File: src/rtl/ser_shifter_pkg.sv
package ser_shifter_pkg;

  typedef enum logic [1:0] {
    SRC_OFF   = 2'b00,
    SRC_TIMER = 2'b01,
    SRC_SYS   = 2'b10,
    SRC_EXT   = 2'b11
  } clk_src_e;

  typedef struct packed {
    logic     out_dir;
    clk_src_e src;
  } mode_t;

  function automatic logic mode_free(mode_t m);
    return m.out_dir && (m.src == SRC_OFF);
  endfunction

  function automatic logic mode_enabled(mode_t m);
    return m.out_dir || (m.src != SRC_OFF);
  endfunction

  // free-running send runs on the timer pulse
  function automatic clk_src_e mode_src(mode_t m);
    return mode_free(m) ? SRC_TIMER : m.src;
  endfunction

endpackage

File: src/rtl/ser_sync.sv
module ser_sync #(
  parameter int          STAGES  = 2,
  parameter int          W       = 1,
  parameter logic [W-1:0] RST_VAL = '0
) (
  input  logic         clk_i,
  input  logic         rst_ni,
  input  logic [W-1:0] d_i,
  output logic [W-1:0] q_o
);
  logic [W-1:0] stage_q [STAGES];

  for (genvar g = 0; g < STAGES; g++) begin : g_stage
    always_ff @(posedge clk_i or negedge rst_ni) begin
      if (!rst_ni) stage_q[g] <= RST_VAL;
      else         stage_q[g] <= (g == 0) ? d_i : stage_q[(g == 0) ? 0 : g-1];
    end
  end

  assign q_o = stage_q[STAGES-1];
endmodule

File: src/rtl/ser_bitclk.sv
module ser_bitclk
  import ser_shifter_pkg::*;
(
  input  logic     clk_i,
  input  logic     rst_ni,
  input  logic     active_i,
  input  logic     clear_i,
  input  clk_src_e src_i,
  input  logic     tick_i,
  input  logic     ext_rise_i,
  input  logic     ext_fall_i,
  output logic     fall_o,
  output logic     rise_o,
  output logic     sclk_o
);
  logic lvl_q;
  logic step;

  always_comb begin
    unique case (src_i)
      SRC_TIMER: step = tick_i;
      SRC_SYS:   step = 1'b1;
      default:   step = 1'b0;
    endcase
  end

  always_comb begin
    if (src_i == SRC_EXT) begin
      fall_o = active_i && ext_fall_i;
      rise_o = active_i && ext_rise_i;
    end else begin
      fall_o = active_i && step && lvl_q;
      rise_o = active_i && step && !lvl_q;
    end
  end

  always_ff @(posedge clk_i or negedge rst_ni) begin
    if (!rst_ni)                    lvl_q <= 1'b1;
    else if (!active_i || clear_i)  lvl_q <= 1'b1;
    else if (step)                  lvl_q <= ~lvl_q;
  end

  assign sclk_o = lvl_q;

  // level only moves on a tick when on the timer source
  a_r7_tick_gate: assert property (@(posedge clk_i) disable iff (!rst_ni)
    active_i && !clear_i && (src_i == SRC_TIMER) && !tick_i |=> $stable(lvl_q));
endmodule

File: src/rtl/ser_core.sv
module ser_core #(
  parameter int W = 8,
  localparam int CNT_W = (W > 2) ? $clog2(W) : 1
) (
  input  logic         clk_i,
  input  logic         rst_ni,
  input  logic         acc_i,
  input  logic         start_i,
  input  logic         load_i,
  input  logic [W-1:0] wdata_i,
  input  logic         abort_i,
  input  logic         out_dir_i,
  input  logic         free_i,
  input  logic         fall_i,
  input  logic         rise_i,
  input  logic         din_i,
  output logic [W-1:0] sr_o,
  output logic         dout_o,
  output logic         active_o,
  output logic         irq_o
);
  logic [W-1:0]     sr_q;
  logic [CNT_W-1:0] cnt_q;
  logic             active_q, irq_q, dout_q;
  logic             last, shift_ok;

  assign last     = (cnt_q == CNT_W'(W-1));
  assign shift_ok = active_q && !start_i && !abort_i;

  always_ff @(posedge clk_i or negedge rst_ni) begin
    if (!rst_ni) begin
      active_q <= 1'b0;
      cnt_q    <= '0;
      irq_q    <= 1'b0;
    end else begin
      if (acc_i) irq_q <= 1'b0;
      if (abort_i) begin
        active_q <= 1'b0;
      end else if (start_i) begin
        active_q <= 1'b1;
        cnt_q    <= '0;
      end else if (active_q && rise_i) begin
        cnt_q <= last ? '0 : cnt_q + 1'b1;
        if (last && !free_i) begin
          active_q <= 1'b0;
          irq_q    <= 1'b1;
        end
      end
    end
  end

  always_ff @(posedge clk_i or negedge rst_ni) begin
    if (!rst_ni) begin
      sr_q   <= '0;
      dout_q <= 1'b1;
    end else if (load_i) begin
      sr_q <= wdata_i;
    end else if (shift_ok) begin
      if (fall_i && out_dir_i) begin
        dout_q <= sr_q[W-1];
        sr_q   <= {sr_q[W-2:0], sr_q[W-1]};
      end else if (rise_i && !out_dir_i) begin
        sr_q <= {sr_q[W-2:0], din_i};
      end
    end
  end

  assign sr_o     = sr_q;
  assign dout_o   = dout_q;
  assign active_o = active_q;
  assign irq_o    = irq_q;

  // completion flag only appears as the shifter stops
  a_r4_done_stops: assert property (@(posedge clk_i) disable iff (!rst_ni)
    $rose(irq_q) |-> !active_q);
  // free-running never stops by itself
  a_r9_free_runs: assert property (@(posedge clk_i) disable iff (!rst_ni)
    active_q && free_i && !abort_i |=> active_q);
  // bit count advances only on rising bit-clock edges
  a_r6_cnt_hold: assert property (@(posedge clk_i) disable iff (!rst_ni)
    active_q && !rise_i && !start_i |=> $stable(cnt_q));
endmodule

File: src/rtl/ser_shifter.sv
module ser_shifter
  import ser_shifter_pkg::*;
#(
  parameter int DATA_W      = 8,
  parameter int SYNC_STAGES = 2
) (
  input  logic              clk_i,
  input  logic              rst_ni,
  input  logic              sel_i,
  input  logic              wr_i,
  input  logic              rd_i,
  input  logic              addr_i,
  input  logic [DATA_W-1:0] wdata_i,
  output logic [DATA_W-1:0] rdata_o,
  output logic              irq_o,
  input  logic              tick_i,
  input  logic              sclk_i,
  output logic              sclk_o,
  output logic              sclk_oe_o,
  input  logic              sdat_i,
  output logic              sdat_o,
  output logic              sdat_oe_o
);
  localparam int PAD_W = DATA_W - 4;

  mode_t             mode_q;
  clk_src_e          src;
  logic              data_acc, start, load, abort;
  logic              busy, fall, rise, irq;
  logic              sclk_s, sdat_s, sclk_d;
  logic [DATA_W-1:0] sr;
  logic              din;

  assign data_acc = sel_i && (wr_i || rd_i) && !addr_i;
  assign start    = data_acc && mode_enabled(mode_q);
  assign load     = sel_i && wr_i && !addr_i;
  assign abort    = sel_i && wr_i && addr_i;
  assign src      = mode_src(mode_q);

  always_ff @(posedge clk_i or negedge rst_ni) begin
    if (!rst_ni)    mode_q <= '0;
    else if (abort) mode_q <= mode_t'(wdata_i[2:0]);
  end

  ser_sync #(.STAGES(SYNC_STAGES), .W(2), .RST_VAL(2'b10)) u_sync (
    .clk_i (clk_i),
    .rst_ni(rst_ni),
    .d_i   ({sclk_i, sdat_i}),
    .q_o   ({sclk_s, sdat_s})
  );

  always_ff @(posedge clk_i or negedge rst_ni) begin
    if (!rst_ni) sclk_d <= 1'b1;
    else         sclk_d <= sclk_s;
  end

  assign din = (src == SRC_EXT) ? sdat_s : sdat_i;

  ser_bitclk u_bitclk (
    .clk_i     (clk_i),
    .rst_ni    (rst_ni),
    .active_i  (busy),
    .clear_i   (start || abort),
    .src_i     (src),
    .tick_i    (tick_i),
    .ext_rise_i(sclk_s && !sclk_d),
    .ext_fall_i(!sclk_s && sclk_d),
    .fall_o    (fall),
    .rise_o    (rise),
    .sclk_o    (sclk_o)
  );

  ser_core #(.W(DATA_W)) u_core (
    .clk_i    (clk_i),
    .rst_ni   (rst_ni),
    .acc_i    (data_acc),
    .start_i  (start),
    .load_i   (load),
    .wdata_i  (wdata_i),
    .abort_i  (abort),
    .out_dir_i(mode_q.out_dir),
    .free_i   (mode_free(mode_q)),
    .fall_i   (fall),
    .rise_i   (rise),
    .din_i    (din),
    .sr_o     (sr),
    .dout_o   (sdat_o),
    .active_o (busy),
    .irq_o    (irq)
  );

  assign irq_o     = irq;
  assign rdata_o   = addr_i ? {irq, {PAD_W{1'b0}}, mode_q} : sr;
  assign sdat_oe_o = mode_q.out_dir;
  assign sclk_oe_o = mode_enabled(mode_q) && (src != SRC_EXT);

  // clock line rests high whenever no transfer runs
  a_r10_idle_high: assert property (@(posedge clk_i) disable iff (!rst_ni)
    !busy |-> sclk_o);
  // external source never drives or moves the clock line
  a_r8_ext_quiet: assert property (@(posedge clk_i) disable iff (!rst_ni)
    (src == SRC_EXT) |-> (!sclk_oe_o && sclk_o));
endmodule

File: config.mk
export PLATFORM = sky130hd
export DESIGN_NAME = ser_shifter
export DESIGN_NICKNAME = d
export VERILOG_FILES = /design/src/rtl/ser_shifter_pkg.sv /design/src/rtl/ser_sync.sv /design/src/rtl/ser_bitclk.sv /design/src/rtl/ser_core.sv /design/src/rtl/ser_shifter.sv
export SDC_FILE = /design/constraint.sdc
export NUM_CORES = 1
export LEC_CHECK = 0
export ABC_CLOCK_PERIOD_IN_PS = 4100
export BUFFER_PORTS_ARGS = -buffer_cell sky130_fd_sc_hd__buf_2
export CAP_MARGIN = 20
export CORE_ASPECT_RATIO = 0.75
export CORE_MARGIN = 2
export CORE_UTILIZATION = 40
export DETAILED_ROUTE_END_ITERATION = 8
export SKIP_LAST_GASP = 1
export SYNTH_ARGS = -nofsm -noshare
export SYNTH_HDL_FRONTEND = slang
export SYNTH_SLANG_ARGS = --single-unit
File: constraint.sdc
create_clock -name clk_i -period 4.1 [get_ports clk_i]
set_input_delay 0.205 -clock clk_i [delete_from_list [all_inputs] [get_ports clk_i]]
set_output_delay 0.205 -clock clk_i [all_outputs]
set_load 0.03 [all_outputs]
==> flow_metrics.env, run 1 <==
export IMPL_cts_buffer_depth=2
export IMPL_track_usage_pct=16.3
export IMPL_met3_usage_pct=5.06
export IMPL_power_density_nw_per_um2=521
export IMPL_finalClockSkew_ns=0.0111
export IMPL_totalWireLength_um=2870
export IMPL_die_area_um2=3750
export IMPL_r2r_setup_slack_ns=1.64
export IMPL_crit_required_ns=4.24
export IMPL_grt_max_degree=24
export IMPL_dp_hpwl_um=2170
export IMPL_die_y_um=53.6
export IMPL_critPathCaptureType="register"
export IMPL_slew_viol_final=0
export IMPL_syn_nets=149
export IMPL_crit_start="mode_q[1]"
export IMPL_grt_met1_usage_pct=21.5
export IMPL_hp_class="in2reg"
export IMPL_ys_types=41
export IMPL_setup_viol=0
export IMPL_hold_violations=0
export IMPL_worstPathMaxFanout=9
export IMPL_antenna_cells=0
export IMPL_wl_per_cell_um=14.8
export IMPL_fin_nets=179
export IMPL_place_gp_congestion=0.769
export IMPL_io_buffers=29
export IMPL_hold_slack_ns=0.0248
export IMPL_start_util_pct=43.1
export IMPL_cp_start_kind="register"
export IMPL_grt_ovfl_total=0
export IMPL_ant_nets=0
export IMPL_area_growth_pct=16.8
export IMPL_h_tree_depth=1
export IMPL_pre_cts_slack_ns=1.69
export IMPL_grt_pass1_wl_um=4610
export IMPL_finalPower_mw=0.797
export IMPL_peakVddDrop_v=0.000176
export IMPL_coreArea_um2=3040
export IMPL_slew_headroom_pct=65.5
export IMPL_cts_tree="yes"
export IMPL_maxCapViolations=0
export IMPL_grt_busiest_layer="met2"
export IMPL_period_needed_ns=2.46
export IMPL_clkLatencyLatePin_ns=0.27
export IMPL_vias_per_cell=5.41
export IMPL_yosysSeqAreaShare_pct=44.4
export IMPL_timing_rr_end="u_core.sr_o[4]"
export IMPL_status="completed"
export IMPL_final_util_pct=50.3
export IMPL_reg2reg_from="mode_q[1]"
export IMPL_crit_type="reg2reg"
export IMPL_ios=30
export IMPL_avgSynthCellArea_um2=10.3
export IMPL_ctsResizeCount=0
export IMPL_synth_seq_cells=23
export IMPL_drive_above_1_share_pct=34.6
export IMPL_cts_buffers=3
export IMPL_period_share_pct=60.1
export IMPL_root_buffer="clkbuf_8"
export IMPL_drt_iter0_drc=55
export IMPL_firstDrtPassIters=4
export IMPL_syn_area_um2=1310
export IMPL_antenna_found_initial=0
export IMPL_first_global_vias=935
export IMPL_fillers=295
export IMPL_path_clk_slew_ns=0.09
export IMPL_worstMarginPinSlew_ns=0.517
export IMPL_crit_arrival_ns=2.61
export IMPL_power_leakage_nw=0.758
export IMPL_setup_slack_ns=1.64
export IMPL_finalSetupTns_ns=0
export IMPL_ys_warnings_count=0
export IMPL_syn_inst=127
export IMPL_max_freq_ghz=0.406
export IMPL_route_vias_total=1050
export IMPL_clock_sinks=23
export IMPL_drc=0
export IMPL_met2_usage_pct=27.1
export IMPL_crit_end="u_core.sr_o[4]"
export IMPL_fp_row_count=17
export IMPL_rsz0062_at_grt="no"
export IMPL_r2r_cells=9
export IMPL_fp_dieW_um=70.1
per-layer routing:
metal	share of wire (%)	vias to the layer above
met5	0	-
met4	0.84	0
met3	6.7	2
met2	44	41
met1	48	500
li1	-	507
cells by family (layout without fill, tap and decap cells):
| kind of cell | after synthesis | count (layout) | share of synthesized area, % |
|---|---|---|---|
| compound gates | 24 | 24 | 16.6 |
| xor+xnor | 1 | 1 | 0.669 |
| fa+ha+maj | 5 | 5 | 4.78 |
| buf+inv | 9 | 38 | 3.82 |
| flops | 23 | 23 | 44.4 |
| mux | 8 | 8 | 6.88 |
| simple gates | 57 | 57 | 22.8 |
placed cells by master, fill, tap and decap left out, types with 2 or more instances in the layout:
cell	n
nand2b_1	3
inv_1	3
a221o_1	7
dfrtp_1	18
o21ai_0	2
a22o_1	3
nor2b_1	14
buf_2	29
ha_1	5
nand2_1	14
clkbuf_8	3
nor2_1	13
and2_1	2
dfstp_2	5
mux2_2	8
power by group:
group / switching [mW] / internal (mW)
registers: 0.0487 / 0.288
logic: 0.179 / 0.138
clock network: 0.0747 / 0.0687
worst min path at each step:
stage                       from                end  depth (start not counted)
final                     sclk_i  u_sync.stage_q[3]                          1
after CTS                 sclk_i  u_sync.stage_q[3]                          1
after detailed placement  rst_ni  u_sync.stage_q[2]                          1
after global placement    rst_ni      u_sync.q_o[0]                          1
after floorplan           rst_ni          mode_q[0]                          0
after global routing      sclk_i  u_sync.stage_q[3]                          1
synth_stat cells (all sizes together):
cell	instances	area [µm²]
nor2	13	48.8
o31a	1	8.76
dfrtp	18	450
inv	3	11.3
buf	4	31.3
mux2	8	90.1
nand2b	3	18.8
o31ai	1	7.51
a21oi	1	5.00
nor3b	1	7.51
nor3	2	15.0
clkbuf	2	7.51
and3b	1	10.0
o211ai	1	7.51
and2b	1	7.51
xnor2	1	8.76
a21o	1	7.51
o22ai	1	6.26
a32o	1	11.3
nor4	1	6.26
or2	1	6.26
nand3	1	5.00
a22o	3	26.3
a22oi	1	21.3
and2	3	20.0
o211a	1	10.0
nand2	14	52.6
or2b	1	7.51
a221o	7	70.1
a311oi	1	8.76
nor2b	14	87.6
a31o	1	8.76
dfstp	5	131
a32oi	1	8.76
ha	5	62.6
o21ai	2	10.0
or3	1	6.26
per-stage QoR:
stage,instances,cell area (µm²)
floorplan,127,1310
global placement,188,1460
detailed placement,188,1460
CTS,193,1520
global route,194,1530
finish,194,1530
critical path: stages (launching register included):
cell,delay (ns)
dfrtp_1,0.45
inv_1,0.09
nand2_1,0.09
nand2b_1,0.10
ha_1,0.33
nor2b_1,0.21
a32o_2,0.26
a22oi_4,0.12
nand2b_1,0.30
a221o_1,0.39
final cells by class:
cell class,count,area [µm²],area share [%]
clock buffers,3,41.3,2.70
multi-input cells,95,678,44.3
flip-flops and latches,23,582,38.0
repair buffers,31,163,10.6
well taps,38,47.5,3.11
inverters,3,11.3,0.736
clock inverters,1,7.51,0.491
registers in the layout, indices dropped and copies added, names as in the netlist:
signal / flops
u_core.sr_o: 8
u_core.cnt_q: 3
mode_q: 2
u_sync.q_o: 2
u_sync.stage_q: 2
sclk_d: 1
sdat_oe_o: 1
u_bitclk.sclk_o: 1
u_core.active_o: 1
u_core.dout_o: 1
u_core.irq_o: 1
repair_timing:
item                                    4_1_cts  5_1_grt
hold endpoints to repair                     18        0
hold buffers                                  1        0
endpoints found under the setup margin        0        0
buffers inserted                              0        0
(Power assumes the default switching activity.)
==> inputs of run 2 (changes only) <==
--- a/config.mk
+++ b/config.mk
@@ -5,7 +5,8 @@
 export SDC_FILE = /design/constraint.sdc
 export NUM_CORES = 1
 export LEC_CHECK = 0
-export ABC_CLOCK_PERIOD_IN_PS = 4100
+export ABC_AREA = 1
+export ABC_CLOCK_PERIOD_IN_PS = 2500
 export BUFFER_PORTS_ARGS = -buffer_cell sky130_fd_sc_hd__buf_2
 export CAP_MARGIN = 20
 export CORE_ASPECT_RATIO = 0.75
==> constraint.sdc (replaced) <==
create_clock -name clk_i -period 2.5 [get_ports clk_i]
set_input_delay 0.125 -clock clk_i [delete_from_list [all_inputs] [get_ports clk_i]]
set_output_delay 0.125 -clock clk_i [all_outputs]
set_load 0.03 [all_outputs]
==> flow_metrics.env, run 2 <==
export IMPL_status="completed"
export IMPL_maxCapViolations=0
export IMPL_slew_headroom_pct=64.3
export IMPL_slew_viol_final=0
export IMPL_totalWireLength_um=3040
export IMPL_p_int_mw=0.783
export IMPL_ys_types=28
export IMPL_syn_nets=191
export IMPL_worstMarginPinSlew_ns=0.536
export IMPL_ys_warnings_count=0
export IMPL_worstPathMaxFanout=9
export IMPL_synth_common_cells="nand2_1 (55), dfrtp_1 (18), inv_1 (18)"
export IMPL_clock_sinks=23
export IMPL_rsz0062_at_grt="no"
export IMPL_dp_cells=235
export IMPL_finalSetupTns_ns=0
export IMPL_drt_iter0_drc=57
export IMPL_first_global_vias=1140
export IMPL_dp_hpwl_um=2380
export IMPL_synth_edff_count=0
export IMPL_clkLatencyLatePin_ns=0.26
export IMPL_vias_per_cell=4.91
export IMPL_synthFlopType="dfrtp_1"
export IMPL_finalPower_mw=1.32
export IMPL_ctsResizeCount=0
export IMPL_period_needed_ns=2.18
export IMPL_hold_violations=0
export IMPL_pwr_share_comb_pct=40.2
export IMPL_route_vias_total=1189
export IMPL_syn_inst=169
export IMPL_crit_required_ns=2.70
export IMPL_root_buffer="clkbuf_8"
export IMPL_fp_row_count=18
export IMPL_setup_slack_ns=0.319
export IMPL_hold_buffers=3
export IMPL_grt_max_degree=24
export IMPL_power_switching_mw=0.541
export IMPL_max_freq_ghz=0.459
export IMPL_finalClockSkew_ns=0.00238
export IMPL_place_gp_congestion=0.796
export IMPL_peakVddDrop_v=0.000312
export IMPL_avgSynthCellArea_um2=8.07
export IMPL_async_flop_share_pct=100
export IMPL_path_clk_slew_ns=0.08
export IMPL_antenna_cells=0
export IMPL_grt_ovfl_total=0
export IMPL_synth_top_area_share_pct=33.0
export IMPL_pre_cts_slack_ns=0.351
export IMPL_crit_type="reg2reg"
export IMPL_p_sw_share_pct=40.9
export IMPL_synth_seq_cells=23
export IMPL_area_growth_pct=18.3
export IMPL_power_density_nw_per_um2=821
export IMPL_period_share_pct=87.2
export IMPL_crit_arrival_ns=2.38
export IMPL_largest_reg_flops=8
export IMPL_firstDrtPassIters=4
export IMPL_crit_path_frequent_cell="nand2_1"
export IMPL_cts_setup_buffers=0
export IMPL_cts_tree="yes"
export IMPL_wl_per_cell_um=12.6
export IMPL_crit_slowest_cell="dfrtp_1"
export IMPL_ant_nets=0
export IMPL_power_leakage_nw=0.844
export IMPL_coreArea_um2=3270
export IMPL_antenna_found_initial=0
export IMPL_track_usage_pct=17.6
export IMPL_final_common_cell="nand2_1"
export IMPL_hp_class="in2reg"
export IMPL_cts_buffers=3
export IMPL_io_buffers=29
export IMPL_start_util_pct=41.8
export IMPL_cp_start_kind="register"
export IMPL_fp_dieW_um=71.4
export IMPL_p_seq_share_pct=42.7
export IMPL_fin_nets=225
export IMPL_cts_buffer_depth=2
export IMPL_drive_above_1_share_pct=26.2
export IMPL_instances_no_fill=242
export IMPL_critPathCaptureType="register"
export IMPL_path_buf_inv=2
export IMPL_yosysSeqAreaShare_pct=42.7
export IMPL_final_cell_mix="nand2_1 (55), buf_2 (29), inv_1 (18), dfrtp_1 (18)"
export IMPL_critPathMaxStageDelay_ns=0.40
export IMPL_power_share_clock_pct=17.1
export IMPL_cp_top_family="simple AND/OR/NAND/NOR gates"
export IMPL_die_y_um=54.6
export IMPL_grt_pass1_wl_um=5180
export IMPL_syn_area_um2=1360
export IMPL_drc=0
export IMPL_h_tree_depth=1
export IMPL_synthTopCellsByArea="dfrtp_1 (33%), nand2_1 (15%), dfstp_2 (9.6%)"
export IMPL_synth_most_common_cell="nand2_1"
export IMPL_setup_viol=0
export IMPL_cp_cell_sequence="inv_1 -> nor3_1 -> nor2_1 -> inv_1 -> ha_1 -> o21ai_1 -> a21oi_2 -> nand2_1 -> nor2_4 -> nor2_8 -> nand2_4 -> nand2_1 -> nand2_1"
export IMPL_ios=30
export IMPL_yosysTopAreaCell="dfrtp_1"
export IMPL_die_area_um2=3900
## run 2: logic make-up (layout without fill, tap and decap cells)
| logic type | count (synthesis) | in the layout | share of synthesized area (%) |
|---|---|---|---|
| AO/OA/AOI/OAI | 22 | 22 | 8.90 |
| XOR/XNOR | 1 | 1 | 0.642 |
| buffers and inverters | 22 | 55 | 7.06 |
| AND/OR/NAND/NOR | 95 | 95 | 35.4 |
| multiplexers | 1 | 1 | 0.734 |
| adder cells (fa/ha/maj) | 5 | 5 | 4.59 |
| flip-flops | 23 | 23 | 42.7 |
## run 2: metrics by stage
| stage | utilization [%] | hold WS [ns] | instance area, µm² |
|---|---|---|---|
| 2_1_floorplan | - | -0.171 | 1360 |
| 3_3_place_gp | 47.1 | 0.126 | 1540 |
| 3_5_place_dp | 47.1 | 0.134 | 1540 |
| 4_1_cts | 49.4 | 0.0792 | 1610 |
| 5_1_grt | 49.4 | 0.0972 | 1610 |
| 6_report | 49.4 | 0.0909 | 1610 |
## run 2: power groups by stage
stage               Sequential, mW  Combinational, mW  Clock [mW]
CTS                          0.564              0.536       0.240
floorplan                    0.578              0.378           0
finish                       0.566              0.532       0.226
global placement             0.568              0.522           0
global route                 0.580              0.607       0.254
detailed placement           0.570              0.530           0
## run 2: final timing paths
| check | cells past startpoint | slack (ns) | end | from |
|---|---|---|---|---|
| min reg2reg | 0 | 0.36 | u_sync.q_o[1] | u_sync.stage_q[3] |
| max reg2reg | 13 | 0.32 | u_core.sr_o[0] | sdat_oe_o |
| max | 13 | 0.32 | u_core.sr_o[0] | sdat_oe_o |
| min in group asynchronous | 2 | 0.37 | u_sync.q_o[0] | rst_ni |
| min | 3 | 0.09 | mode_q[1] | wdata_i[1] |
| max in group asynchronous | 2 | 1.76 | u_core.dout_o | rst_ni |
## run 2: tightest hold or removal path: cells and delay by family
kind / cells / cell delay (ns)
AO/OA/AOI/OAI: 1 / 0.06
buffers and inverters: 1 / 0.09
AND/OR/NAND/NOR: 1 / 0.04
## run 2: routing by layer
| layer | share of wire (%) | vias to the layer above | GRT usage (%) | routed length [µm] |
|---|---|---|---|---|
| met5 | 0 | - | 0 | 0 |
| met4 | 0.39 | 0 | 4.09 | 12 |
| met3 | 5.7 | 2 | 5.34 | 174 |
| met2 | 45 | 32 | 28.2 | 1350 |
| met1 | 49 | 553 | 23.6 | 1500 |
| li1 | - | 602 | - | - |
## run 2: layout make-up
| type | count | area [µm²] |
|---|---|---|
| timing repair buffer | 32 | 175 |
| clock buffer | 4 | 45.0 |
| multi-input combinational | 124 | 686 |
| sequential | 23 | 582 |
| inverter | 19 | 76.3 |
| tap | 40 | 50.0 |
| fill | 322 | 1650 |
==> inputs of run 3 (changes only) <==
--- a/config.mk
+++ b/config.mk
@@ -16,4 +16,5 @@
 export SKIP_LAST_GASP = 1
 export SYNTH_ARGS = -nofsm -noshare
 export SYNTH_HDL_FRONTEND = slang
+export SYNTH_HIERARCHICAL = 1
 export SYNTH_SLANG_ARGS = --single-unit
==> flow_metrics.env, run 3 <==
export IMPL_finalClockSkew_ns=0.00978
export IMPL_antenna_found_initial=0
export IMPL_synth_compound_area_share_pct=4.18
export IMPL_largest_reg_flops=8
export IMPL_syn_nets=221
export IMPL_status="completed"
export IMPL_synth_edff_count=0
export IMPL_wl_per_cell_um=10.8
export IMPL_first_global_vias=1188
export IMPL_period_share_pct=87.8
export IMPL_totalWireLength_um=2940
export IMPL_cts_tree="yes"
export IMPL_slew_headroom_pct=65.2
export IMPL_drc=0
export IMPL_pre_cts_slack_ns=0.269
export IMPL_cts_setup_buffers=0
export IMPL_path_buf_inv=4
export IMPL_worstPathMaxFanout=6
export IMPL_place_gp_congestion=0.836
export IMPL_dp_hpwl_um=2300
export IMPL_clkLatencyLatePin_ns=0.27
export IMPL_ys_types=26
export IMPL_synth_common_cells="nand2_1 (88), inv_1 (23), dfrtp_1 (18)"
export IMPL_finalSetupTns_ns=0
export IMPL_reg2reg_from="sdat_oe_o"
export IMPL_synthMuxAreaShare_pct=0
export IMPL_peakVddDrop_v=0.000389
export IMPL_final_cell_area_um2=1670
export IMPL_rsz0062_at_grt="no"
export IMPL_path_clk_slew_ns=0.09
export IMPL_die_y_um=55.9
export IMPL_cts_buffers=3
export IMPL_drt_iter0_drc=37
export IMPL_hold_violations=0
export IMPL_root_buffer="clkbuf_8"
export IMPL_antenna_cells=0
export IMPL_synth_xor_area_share_pct=0
export IMPL_synth_top_area_share_pct=31.4
export IMPL_synth_most_common_cell="nand2_1"
export IMPL_critPathCaptureType="register"
export IMPL_max_freq_ghz=0.456
export IMPL_whs_path_depth=3
export IMPL_r2r_cells=12
export IMPL_async_flop_share_pct=100
export IMPL_r2r_setup_slack_ns=0.31
export IMPL_die_area_um2=4090
export IMPL_cp_depth=12
export IMPL_firstDrtPassIters=4
export IMPL_crit_arrival_ns=2.35
export IMPL_drive_above_1_share_pct=25.1
export IMPL_cts_buffer_depth=2
export IMPL_grt_max_degree=24
export IMPL_yosysTopAreaCell="dfrtp_1"
export IMPL_h_tree_depth=1
export IMPL_crit_required_ns=2.66
export IMPL_worstHoldStart="wdata_i[1]"
export IMPL_fillers=354
export IMPL_yosysSeqAreaShare_pct=40.5
export IMPL_ios=30
export IMPL_hold_slack_ns=0.0564
export IMPL_setup_slack_ns=0.306
export IMPL_crit_slowest_cell="dfrtp_1"
export IMPL_power_leakage_nw=0.975
export IMPL_route_vias_total=1222
export IMPL_fp_dieW_um=73.2
export IMPL_cp_start_kind="register"
export IMPL_critPathMaxStageDelay_ns=0.44
export IMPL_syn_inst=199
export IMPL_period_needed_ns=2.19
export IMPL_place_area_um2=1590
export IMPL_grt_pass1_wl_um=5260
export IMPL_fp_row_count=18
export IMPL_cp_top_family="compound AO/OA/AOI/OAI gates"
export IMPL_finalPower_mw=1.34
export IMPL_synthFlopType="dfrtp_1"
export IMPL_start_util_pct=42.8
export IMPL_clock_sinks=23
export IMPL_synthTopCellsByArea="dfrtp_1 (31%), nand2_1 (23%), dfstp_2 (9.1%)"
export IMPL_syn_area_um2=1440
export IMPL_crit_start="sdat_oe_o"
export IMPL_worstMarginPinSlew_ns=0.522
export IMPL_vias_per_cell=4.51
export IMPL_ys_warnings_count=6
export IMPL_timing_rr_end="u_core/cnt_q[2]"
export IMPL_synth_seq_cells=23
export IMPL_maxCapViolations=0
export IMPL_synthAdderAreaFrac_pct=4.36
export IMPL_yosys_area_share_simple_pct=38.7
export IMPL_ant_nets=0
export IMPL_grt_ovfl_total=0
export IMPL_synth_top_family_by_area="simple AND/OR/NAND/NOR gates"
export IMPL_setup_viol=0
export IMPL_area_growth_pct=16.5
export IMPL_coreArea_um2=3360
export IMPL_min_to="mode_q[1]"
export IMPL_track_usage_pct=16.3
export IMPL_avgSynthCellArea_um2=7.22
export IMPL_hp_class="in2reg"
export IMPL_power_density_nw_per_um2=803
export IMPL_io_buffers=29
export IMPL_crit_type="reg2reg"
export IMPL_fin_nets=254
export IMPL_final_common_cell="nand2_1"
export IMPL_slew_viol_final=0
export IMPL_cp_cell_sequence="inv_1 -> o21ai_1 -> inv_1 -> ha_1 -> inv_2 -> nand3_2 -> a21oi_1 -> nand2_1 -> a21oi_1 -> inv_1 -> nand2_1 -> nand2_1"
export IMPL_final_cell_mix="nand2_1 (88), buf_2 (29), inv_1 (23), dfrtp_1 (18), nand3_1 (11)"
## run 3: cell types whose count changed in the layout (fill, tap and decap cells not counted), sizes merged, moves of 2 or more
cell | before | now
a21oi | 2 | 4
buf | 29 | 31
inv | 19 | 28
nand2 | 61 | 94
nor2 | 18 | 14
o21ai | 18 | 8
## run 3: how the worst max path moves through the flow
| stage | to | slack (ns) |
|---|---|---|
| CTS | u_core/cnt_q[1] | 0.23 |
| finish | u_core/cnt_q[2] | 0.31 |
| global route | u_core/cnt_q[1] | 0.04 |
| global placement | u_core/cnt_q[1] | 0.30 |
| floorplan | u_core/cnt_q[0] | 0.26 |
| detailed placement | u_core/cnt_q[1] | 0.27 |
## run 3: cell families (layout without fill, tap and decap cells)
kind of cell / after synthesis / in the layout
AO/OA/AOI/OAI: 12 / 12
adder cells (fa/ha/maj): 5 / 5
buffers and inverters: 35 / 67
flip-flops: 23 / 23
AND/OR/NAND/NOR: 124 / 124
## run 3: report_power, final
group,leakage [nW],total [mW],internal (mW),switching (mW)
registers,0.277,0.570,0.483,0.0864
clock network,0.0217,0.240,0.113,0.127
logic,0.676,0.534,0.185,0.349
## run 3: stage by stage
stage          util (%)  std cells
5_1_grt            49.9        271
6_report           49.9        271
4_1_cts            49.9        271
3_3_place_gp       47.5        264
3_5_place_dp       47.5        264
2_1_floorplan         -        199
## run 3: final cells by class
| cell class | instances | area (µm²) | area share, % |
|---|---|---|---|
| Sequential cell | 23 | 582 | 34.8 |
| Inverter | 29 | 124 | 7.40 |
| Clock buffer | 3 | 41.3 | 2.47 |
| Multi-Input combinational cell | 141 | 678 | 40.5 |
| Clock inverter | 1 | 7.51 | 0.449 |
| Tap cell | 40 | 50.0 | 2.99 |
| Timing Repair Buffer | 34 | 190 | 11.4 |
## run 3: worst register-to-register path, cell delays in order, from the launching register on
cell and delay [ns]:
dfrtp_1 0.44, inv_1 0.11, o21ai_1 0.22, inv_1 0.07, ha_1 0.30, inv_2 0.07
nand3_2 0.08, a21oi_1 0.27, nand2_1 0.14, a21oi_1 0.18, inv_1 0.09, nand2_1 0.06
nand2_1 0.05
## run 3: layer usage
metal	part of all wire [%]	vias to the layer above	global-route usage, %
met5	0	-	0
met3	2.4	4	3.80
li1	-	662	-
met4	1.1	0	4.76
met1	54	542	24.0
met2	43	14	23.4
## run 3: repair_timing
action | CTS | global route
setup endpoints to repair | 0 | 8
endpoints found under the hold margin | 20 | 0
hold buffers | 3 | 0
gates resized for setup | 0 | 1
